--- src/rtl/cfgw_pkg.sv ---
package cfgw_pkg;

    localparam int WORD_W       = 32;
    localparam int LANE_W       = 8;
    localparam int LANES        = WORD_W / LANE_W;
    localparam int NUM_WORDS    = 8;
    localparam int READ_STRIDE  = 8;
    localparam int VBASE_BIT    = 20;
    localparam int WIDX_W       = $clog2(NUM_WORDS);
    localparam int LIDX_W       = $clog2(LANES);

    localparam logic [WORD_W-1:0] BASE_LOW   = 32'h0000_0000;
    localparam logic [WORD_W-1:0] BASE_HIGH  = 32'hFFF0_0000;
    localparam logic [WORD_W-1:0] RESET_OFFS = 32'h0000_0100;

    typedef enum logic [0:0] {
        ST_FETCH = 1'b0,
        ST_DONE  = 1'b1
    } fetch_state_e;

    typedef struct packed {
        logic              valid;
        logic [WIDX_W-1:0] word;
        logic [LIDX_W-1:0] lane;
        logic [LANE_W-1:0] data;
    } byte_cap_t;

    function automatic logic [WORD_W-1:0] vector_addr(input logic hi);
        return (hi ? BASE_HIGH : BASE_LOW) | RESET_OFFS;
    endfunction

endpackage

--- src/rtl/cfgw_seq.sv ---
module cfgw_seq
    import cfgw_pkg::*;
#(
    parameter int ADDR_W = 16,
    parameter int NREADS = NUM_WORDS * LANES,
    parameter int STRIDE = READ_STRIDE
) (
    input  logic              clk,
    input  logic              rst,
    input  logic              mem_rdy,
    input  logic [LANE_W-1:0] lane0,
    output logic [ADDR_W-1:0] mem_addr,
    output logic              mem_rd,
    output byte_cap_t         cap,
    output logic              done
);
    localparam int IDX_W = $clog2(NREADS);
    localparam logic [IDX_W-1:0]  LAST_IDX = IDX_W'(NREADS - 1);
    localparam logic [ADDR_W-1:0] STEP     = ADDR_W'(STRIDE);

    fetch_state_e      state_q;
    logic [IDX_W-1:0]  idx_q;
    logic [ADDR_W-1:0] addr_q;
    logic              accept;

    assign mem_rd   = (state_q == ST_FETCH);
    assign mem_addr = addr_q;
    assign done     = (state_q == ST_DONE);
    assign accept   = mem_rd && mem_rdy;

    always_comb begin
        cap.valid = accept;
        cap.word  = idx_q[IDX_W-1:LIDX_W];
        cap.lane  = idx_q[LIDX_W-1:0];
        cap.data  = lane0;
    end

    always_ff @(posedge clk) begin
        if (rst) begin
            state_q <= ST_FETCH;
            idx_q   <= '0;
            addr_q  <= '0;
        end else if (accept) begin
            if (idx_q == LAST_IDX) begin
                state_q <= ST_DONE;
            end else begin
                idx_q  <= idx_q + 1'b1;
                addr_q <= addr_q + STEP;
            end
        end
    end

    a_r3_hold_addr : assert property (@(posedge clk) disable iff (rst)
        (mem_rd && !mem_rdy) |=> (mem_rd && $stable(mem_addr)));

    a_r2_step_addr : assert property (@(posedge clk) disable iff (rst)
        (accept && !(idx_q == LAST_IDX)) |=> (mem_addr == $past(mem_addr) + STEP));

    a_r2_idle_after : assert property (@(posedge clk) disable iff (rst)
        done |=> (!mem_rd && $stable(mem_addr)));

endmodule

--- src/rtl/cfgw_pack.sv ---
module cfgw_pack
    import cfgw_pkg::*;
#(
    parameter int NWORDS = NUM_WORDS
) (
    input  logic                          clk,
    input  logic                          rst,
    input  byte_cap_t                     cap,
    output logic [NWORDS-1:0][WORD_W-1:0] shadow
);
    always_ff @(posedge clk) begin
        if (rst) begin
            shadow <= '0;
        end else if (cap.valid) begin
            shadow[cap.word][LANE_W*(LANES-1-int'(cap.lane)) +: LANE_W] <= cap.data;
        end
    end

    a_r4_no_stray_write : assert property (@(posedge clk) disable iff (rst)
        !cap.valid |=> $stable(shadow));

endmodule

--- src/rtl/cfgw_vec.sv ---
module cfgw_vec
    import cfgw_pkg::*;
(
    input  logic              done,
    input  logic [WORD_W-1:0] master,
    output logic              vec_hi,
    output logic [WORD_W-1:0] reset_vec
);
    always_comb begin
        vec_hi    = done && master[VBASE_BIT];
        reset_vec = done ? vector_addr(master[VBASE_BIT]) : '0;
    end
endmodule

--- src/rtl/cfgw_fetcher.sv ---
module cfgw_fetcher
    import cfgw_pkg::*;
#(
    parameter int ADDR_W    = 16,
    parameter int DATA_W    = 64,
    parameter int NUM_WORDS = cfgw_pkg::NUM_WORDS,
    localparam int SLV_W    = (NUM_WORDS - 1) * WORD_W
) (
    input  logic              clk,
    input  logic              rst,
    output logic [ADDR_W-1:0] mem_addr,
    output logic              mem_rd,
    input  logic              mem_rdy,
    input  logic [DATA_W-1:0] mem_data,
    output logic [WORD_W-1:0] master_word,
    output logic [SLV_W-1:0]  slave_words,
    output logic              done,
    output logic              vec_hi,
    output logic [WORD_W-1:0] reset_vec
);
    byte_cap_t                        cap;
    logic [NUM_WORDS-1:0][WORD_W-1:0] shadow;
    logic                             unused_hi_lanes;

    assign unused_hi_lanes = ^mem_data[DATA_W-1:LANE_W];

    cfgw_seq #(
        .ADDR_W (ADDR_W),
        .NREADS (NUM_WORDS * LANES),
        .STRIDE (READ_STRIDE)
    ) seq_i (
        .clk      (clk),
        .rst      (rst),
        .mem_rdy  (mem_rdy),
        .lane0    (mem_data[LANE_W-1:0]),
        .mem_addr (mem_addr),
        .mem_rd   (mem_rd),
        .cap      (cap),
        .done     (done)
    );

    cfgw_pack #(
        .NWORDS (NUM_WORDS)
    ) pack_i (
        .clk    (clk),
        .rst    (rst),
        .cap    (cap),
        .shadow (shadow)
    );

    always_comb begin
        master_word = done ? shadow[0] : '0;
        slave_words = '0;
        for (int k = 1; k < NUM_WORDS; k++) begin
            if (done) slave_words[WORD_W*(k-1) +: WORD_W] = shadow[k];
        end
    end

    cfgw_vec vec_i (
        .done      (done),
        .master    (master_word),
        .vec_hi    (vec_hi),
        .reset_vec (reset_vec)
    );

    a_r6_done_sticky : assert property (@(posedge clk) disable iff (rst)
        done |=> done);

    a_r8_vector_sel : assert property (@(posedge clk) disable iff (rst)
        done |-> (reset_vec == (master_word[VBASE_BIT] ? 32'hFFF0_0100 : 32'h0000_0100)));

    a_r7_quiet_before : assert property (@(posedge clk) disable iff (rst)
        !done |-> (reset_vec == '0 && !vec_hi));

endmodule

--- config.mk ---
export PLATFORM = sky130hd
export DESIGN_NAME = cfgw_fetcher
export DESIGN_NICKNAME = d
export VERILOG_FILES = /design/src/rtl/cfgw_pkg.sv /design/src/rtl/cfgw_seq.sv /design/src/rtl/cfgw_pack.sv /design/src/rtl/cfgw_vec.sv /design/src/rtl/cfgw_fetcher.sv
export SDC_FILE = /design/constraint.sdc
export NUM_CORES = 1
export LEC_CHECK = 0
export ABC_AREA = 1
export BUFFER_PORTS_ARGS = -buffer_cell sky130_fd_sc_hd__buf_2
export CAP_MARGIN = 20
export CORE_ASPECT_RATIO = 0.9
export CORE_MARGIN = 10
export CORE_UTILIZATION = 45
export CTS_CLUSTER_SIZE = 24
export DETAILED_ROUTE_END_ITERATION = 7
export MAX_ROUTING_LAYER = met4
export PLACE_DENSITY = 0.74
export SYNTH_ARGS = -nofsm -noshare
export SYNTH_HDL_FRONTEND = slang
export SYNTH_SLANG_ARGS = --single-unit
--- constraint.sdc ---
create_clock -name clk -period 2.05 [get_ports clk]
set_input_delay 0.41 -clock clk [delete_from_list [all_inputs] [get_ports clk]]
set_output_delay 0.41 -clock clk [all_outputs]
set_load 0.02 [all_outputs]
Yosys cells after proc, flatten, opt, wreduce, memory -nomap -nowiden. Index checks and enable logic that the tools add are counted.

Register bits after elaboration: 278. Input bits: 67. Output and inout bits: 307. Logic and storage cells: 40.

Add/sub/neg operators: 4. Order comparisons: 2. Equal/unequal tests: 1. Shift-type cells: 2. Multiplexer cells: 13. Bitwise logic cells: 2. Reductions and logical operators: 5.

Operator list (number): two-way mux 32 bit (11); bitwise mux 256 bit (1); demux 32 bit (select 3 bit) (1); negator 32 -> 33 bit (1); variable shift 8 x 33 -> 32 bit, first input constant (1); indexed part select 8 x 33 -> 32 bit (1); adder 16 x 4 -> 16 bit, second input constant (1); adder 5 x 1 -> 5 bit, second input constant (1); equality test 5 bit, second input constant (1); less-than comparator 3 x 4 -> 1 bit, second input constant (1); AND reduction 2 bit (2); greater-or-equal comparator 3 x 1 -> 1 bit, second input constant (1); logical AND 1 bit (3); subtractor 2 x 2 -> 3 bit, first input constant (1); NOT 1 bit (2).

Depth between registers and ports, before layout.
Word-level depth: 6. Mapped depth: 12.

By module. A second synthesis with hierarchy kept.

Cell total of the unflattened synthesis: 2307. Area total of the unflattened synthesis: 13933.4 µm².

Modules (own cells, without submodules): cfgw_pack (times used 1, cells each 1591, area an instance 10466.3 µm², sequential area each 5124.9 µm²); cfgw_fetcher (times used 1, cells each 540, area an instance 2194.6 µm², sequential area each 0.0 µm²); cfgw_seq (times used 1, cells each 141, area an instance 1021.0 µm², sequential area each 380.4 µm²); cfgw_vec (times used 1, cells each 35, area an instance 251.5 µm², sequential area each 0.0 µm²).

Worst setup path after synthesis. No wires, ideal clock.

Path type: flip-flop to output port. Start point: reg seq_i.state_q (netlist: seq_i.done). End point: out master_word[20]. Data arrival time: 1827 ps. Required time: 1640 ps. Slack: -187 ps. Cell stages (with the launch flop): 7. Buffers on the path: 4. Path through: dfxtp_1 -> buf_2 -> clkbuf_1 -> clkbuf_1 -> nand2_1 -> inv_1 -> buf_4.

Longest elaborated chain between the ends: 1.

Ends and longest elaborated chain: from (decl) (line cfgw_seq.sv:21) `fetch_state_e state_q;`; from (signal assigned) (line cfgw_seq.sv:40) `state_q <= ST_FETCH;`; from (signal assigned) (line cfgw_seq.sv:45) `state_q <= ST_DONE;`; two-way mux 32 bit (line cfgw_fetcher.sv:52) `master_word = done ? shadow[0] : '0;`; to (decl) (line cfgw_fetcher.sv:15) `output logic [WORD_W-1:0] master_word,`.

No other way between the ends.

Worst setup path after layout.
Start point: reg seq_i.state_q (netlist: seq_i.done). End point: out slave_words[83].

Longest elaborated chain between the ends: 1.

Ends and longest elaborated chain: two-way mux 32 bit (line cfgw_fetcher.sv:55) `if (done) slave_words[WORD_W*(k-1) +: WORD_W] = shadow[k];`; to (decl) (line cfgw_fetcher.sv:16) `output logic [SLV_W-1:0] slave_words,`.

No other way between the ends.

==> results by stage <==
Global route:
- The initial antenna violation count is 3.
- The number of global-route vias before repair was 11980.
- Across every metal layer, demand over resource in global routing totals 23.14%.
- The pin count of the biggest net entering global routing is 84.
- The first global-routing pass estimated 64.38 mm of wire.
- The total overflow reported by the global router is 0.

Timing:
- The relative max-transition margin is 58.98%.
- The post-route fraction of the period consumed by the critical path is 102.5%.
- The count of final max-slew check failures is 0.
- The final-report setup violation count is 42.
- The final number of hold-violating endpoints is 0.
- Setup slack on the critical path of the routed design comes to -0.05181 ns.
- Setup repair after global routing could not meet its margin everywhere.
- The slew at the pin closest to its max-slew limit is 0.6153 ns.
- The final clock skew is 0.009383 ns.
- The time the final worst path needs with I/O delays and setup is 2.102 ns.
- Static timing analysis puts the maximum clock frequency at 0.4758 GHz.

Synthesis:
- The adder and majority cell fraction of the synthesized area is 0.6899%.
- After synthesis, the largest family of logic cells by area is simple AND/OR/NAND/NOR gates.
- For this run, the register share of the synthesized area comes to 43.37%.
- The cell type with the highest aggregate area in the netlist is sky130_fd_sc_hd__dfxtp_1.
- The portion of netlist area occupied by mux cells is 0%.
- The synthesized netlist devotes 0% of its cell area to XOR and XNOR gates.
- The mean cell area of the mapped netlist is 6.601 um^2.
- In the post-synthesis netlist, the biggest area contributors are sky130_fd_sc_hd__dfxtp_1, sky130_fd_sc_hd__nor2_1, sky130_fd_sc_hd__nand2_1, sky130_fd_sc_hd__inv_1, sky130_fd_sc_hd__o21ai_0.
- The count of warnings emitted by yosys is 0.
- The gate count after technology mapping is 1923.
- The cell area that synthesis handed to floorplanning was 12690 um^2.
- Summing the areas of all compound-gate instances in the mapped netlist gives 11.04% of the synthesized area.
- Summing the areas of all and, or, nand and nor instances in the mapped netlist gives 30.92% of the synthesized area.
- The synthesis-stage register bit count is 275.
- Synthesis instantiated 27 different standard cells from the library.
- The top-area cell type share of the netlist area is 43.37%.

Critical path:
- The peak fanout along the critical path is 12.
- The element type at the critical path start is a flip-flop.
- Measured in cells, the most critical reg-to-reg path has a length of 6.
- STA classifies the critical path endpoint as an output pin.
- The cell that appears most often on the critical path is sky130_fd_sc_hd__buf_12.
- The register-to-register setup slack is 0.09 ns.
- The endpoint of the most critical register-to-register path is pack_i.shadow[81]$_SDFFE_PP0P_.
- The slowest stage cell on the critical path is sky130_fd_sc_hd__dfxtp_4.
- The data arrival at the endpoint of the critical path is 1.69 ns.
- The critical path goes through buf_12 -> buf_12 -> buf_12 -> nand2_1 -> inv_1 -> buf_6.
- The worst endpoint required time is 1.64 ns.
- The critical path in this run is classified as reg -> out.
- The reg-to-reg startpoint is seq_i.idx_q[0]$_SDFFE_PP0P_.
- The delay contributed by the slowest stage of the critical path is 0.44 ns.

Die:
- The boundary pin count is 374.
- The floorplan step set the die height to 179.3 um.
- The core region is 27870 um^2.
- The area enclosed by the die boundary is 35340 um^2.
- Row generation in the floorplan step produced 58 rows.
- Measured along the x axis, the die boundary spans 197.0 um.
- The effective utilization at floorplan is 45.55%.

Finish:
- The end-of-flow core utilization is 59.03%.
- The net count reported at finish is 2313.
- The post-route netlist has 23.17% of its cells at a drive strength greater than 1.
- The signed area change from the synthesized netlist to the final layout is 29.59%.
- Leaving out fill and tap cells, the most frequent cells in the layout are sky130_fd_sc_hd__nor2_1, sky130_fd_sc_hd__nand2_1, sky130_fd_sc_hd__inv_1.
- Excluding fillers, the count of instances in the completed layout stands at 2625.
- After filler insertion, the fill cell instance count of the layout stands at 2574.
- The library cell used most frequently in the layout, excluding fill and tap cells, is sky130_fd_sc_hd__nor2_1.

Run status:
- The run finished, with violations left.
- The checks that failed: negative setup slack.

Placed design:
- The port buffer count is 295.
- The number of placed instances, taps included is 2547.
- At the end of routability-driven placement, the weighted congestion stood at 0.8723.
- The wire-length estimate of the detail-placed layout is 29.06 mm.

Clock network:
- Clock tree synthesis selected as its root buffer the cell sky130_fd_sc_hd__clkbuf_16.
- TritonCTS built the clock tree.
- Buffers inserted to repair hold after CTS numbered 0.
- The TritonCTS buffer count is 30.
- CTS built an H-tree with a depth of 1.
- The number of buffers on the longest clock path is 3.
- The clock-pin slew reported for the worst setup and hold paths after clock tree synthesis is 0.06 ns.
- The clock sink count is 275.
- The clock reaches the later pin of the worst-skew pair after 0.56 ns.

Power and ir drop:
- For this design the total switching power over the nets is 2.836 mW.
- The cell area power density is 704.3 nW/um^2.
- The relative contribution of the clock network to total power is 46.9%.
- The switching share of total power is 24.48%.
- The register share of total power is 47.0%.
- The leakage power total is 9.601 nW.
- Per report_power, the combinational group accounts for 6.1% of the total.
- VDD sags by at most 0.5582 mV.
- The internal power of the cells totals 8.751 mW.

Drt:
- The via density per instance is 4.917.
- In the routed design, unresolved DRC markers number 0.
- Detailed routing inserted a total of 12910 vias.
- After detailed routing, the total wire length is 43.45 mm.
- Before antenna repair, the detailed router went through 5 iterations.
- The remaining number of nets flagged by the antenna check after routing is 0.
- In the final routed layout, each cell accounts on average for 16.55 um.
- The detailed router's first-iteration violation count is 1063.

Hold path:
- The hold path depth is 3.
- The start point of the worst hold path is mem_rdy.
- The worst hold path class is in -> reg.
- The path with the worst hold slack has its endpoint at seq_i.done$_SDFFE_PP0P_.

Flow run:
- The max-cap violation count is 0.
power by group through the flow:
| stage | Clock (mW) | Sequential [mW] | Combinational (mW) |
|---|---|---|---|
| finish | 5.43 | 5.44 | 0.710 |
| floorplan | 0 | 5.55 | 0.450 |
| CTS | 5.47 | 5.44 | 0.699 |
| global placement | 0 | 5.56 | 0.686 |
| global route | 5.72 | 5.45 | 0.771 |
| detailed placement | 0 | 5.56 | 0.695 |
flip-flops by register name, summed over array words and instances (netlist names):
register	cells
seq_i.idx_q	5
seq_i.done	1
seq_i.mem_addr	13
pack_i.shadow	256
cells in the mapped netlist (all sizes together):
cell and count:
nand4 4, ha 7, clkbuf 57, buf 44, nand3 34, inv 330, conb 1, nor3 12
nor2 483, clkinv 1, o21ai 216, dfxtp 275, nand2 395, a21oi 64
kinds of logic after synthesis:
| family | after synthesis |
|---|---|
| simple gates | 928 |
| other cells | 1 |
| buf+inv | 432 |
| flops | 275 |
| fa+ha+maj | 7 |
| compound gates | 280 |
worst max-delay path by stage:
| stage | start | end | cells past startpoint |
|---|---|---|---|
| after floorplan | seq_i.done$_SDFFE_PP0P_ | master_word[20] | 6 |
| after global placement | seq_i.idx_q[0]$_SDFFE_PP0P_ | seq_i.mem_addr[8]$_SDFFE_PP0P_ | 10 |
| after detailed placement | seq_i.idx_q[0]$_SDFFE_PP0P_ | pack_i.shadow[177]$_SDFFE_PP0P_ | 6 |
| after CTS | seq_i.done$_SDFFE_PP0P_ | slave_words[19] | 4 |
| after global routing | seq_i.done$_SDFFE_PP0P_ | slave_words[83] | 6 |
| final | seq_i.done$_SDFFE_PP0P_ | slave_words[83] | 6 |
layout make-up:
class	count	area, um^2	area share, %
antenna	3	7.507	0.04563
clock buffer	43	859.6	5.225
clock inverter	12	142.6	0.8671
inverter	331	1252	7.613
multi-input combinational	1237	5540	33.68
sequential	275	5509	33.49
tap	360	450.4	2.738
timing repair buffer	363	2681	16.30
timing repair inverter	1	7.507	0.04563
critical path: cells and delay by family, from the launching register on:
| family | cells | cell delay, ns |
|---|---|---|
| buffers and inverters | 5 | 0.60 |
| flip-flops | 1 | 0.44 |
| AND/OR/NAND/NOR | 1 | 0.07 |
metrics by stage:
step / setup TNS [ns] / hold WS (ns) / setup slack, ns / cell area (um^2) / power, mW
2_1_floorplan: 0 / 0.4399 / 0.01368 / 12780 / 6.003
3_5_place_dp: 0 / 0.4533 / 0.1416 / 14620 / 6.255
6_report: -0.5272 / 0.1341 / -0.05181 / 16450 / 11.59
4_1_cts: -4.624 / 0.1097 / -0.09313 / 15840 / 11.61
3_3_place_gp: 0 / 0.4488 / 0.1760 / 14620 / 6.244
5_1_grt: -12.33 / 0.1294 / -0.1257 / 16450 / 11.94
repair_timing:
item / CTS / global route
setup endpoints to repair: 265 / 281
gates cloned: 1 / 11
pin swaps: 0 / 1
buffers inserted: 2 / 7
gates resized for setup: 73 / 114
per-layer routing:
metal	vias up	share of wire, %	GRT usage, %
met5	-	0	-
met4	0	2.4	6.434
met3	88	8.5	4.145
met2	572	46	36.71
met1	5891	43	29.85
li1	6356	-	-
(Power assumes the default switching activity.)
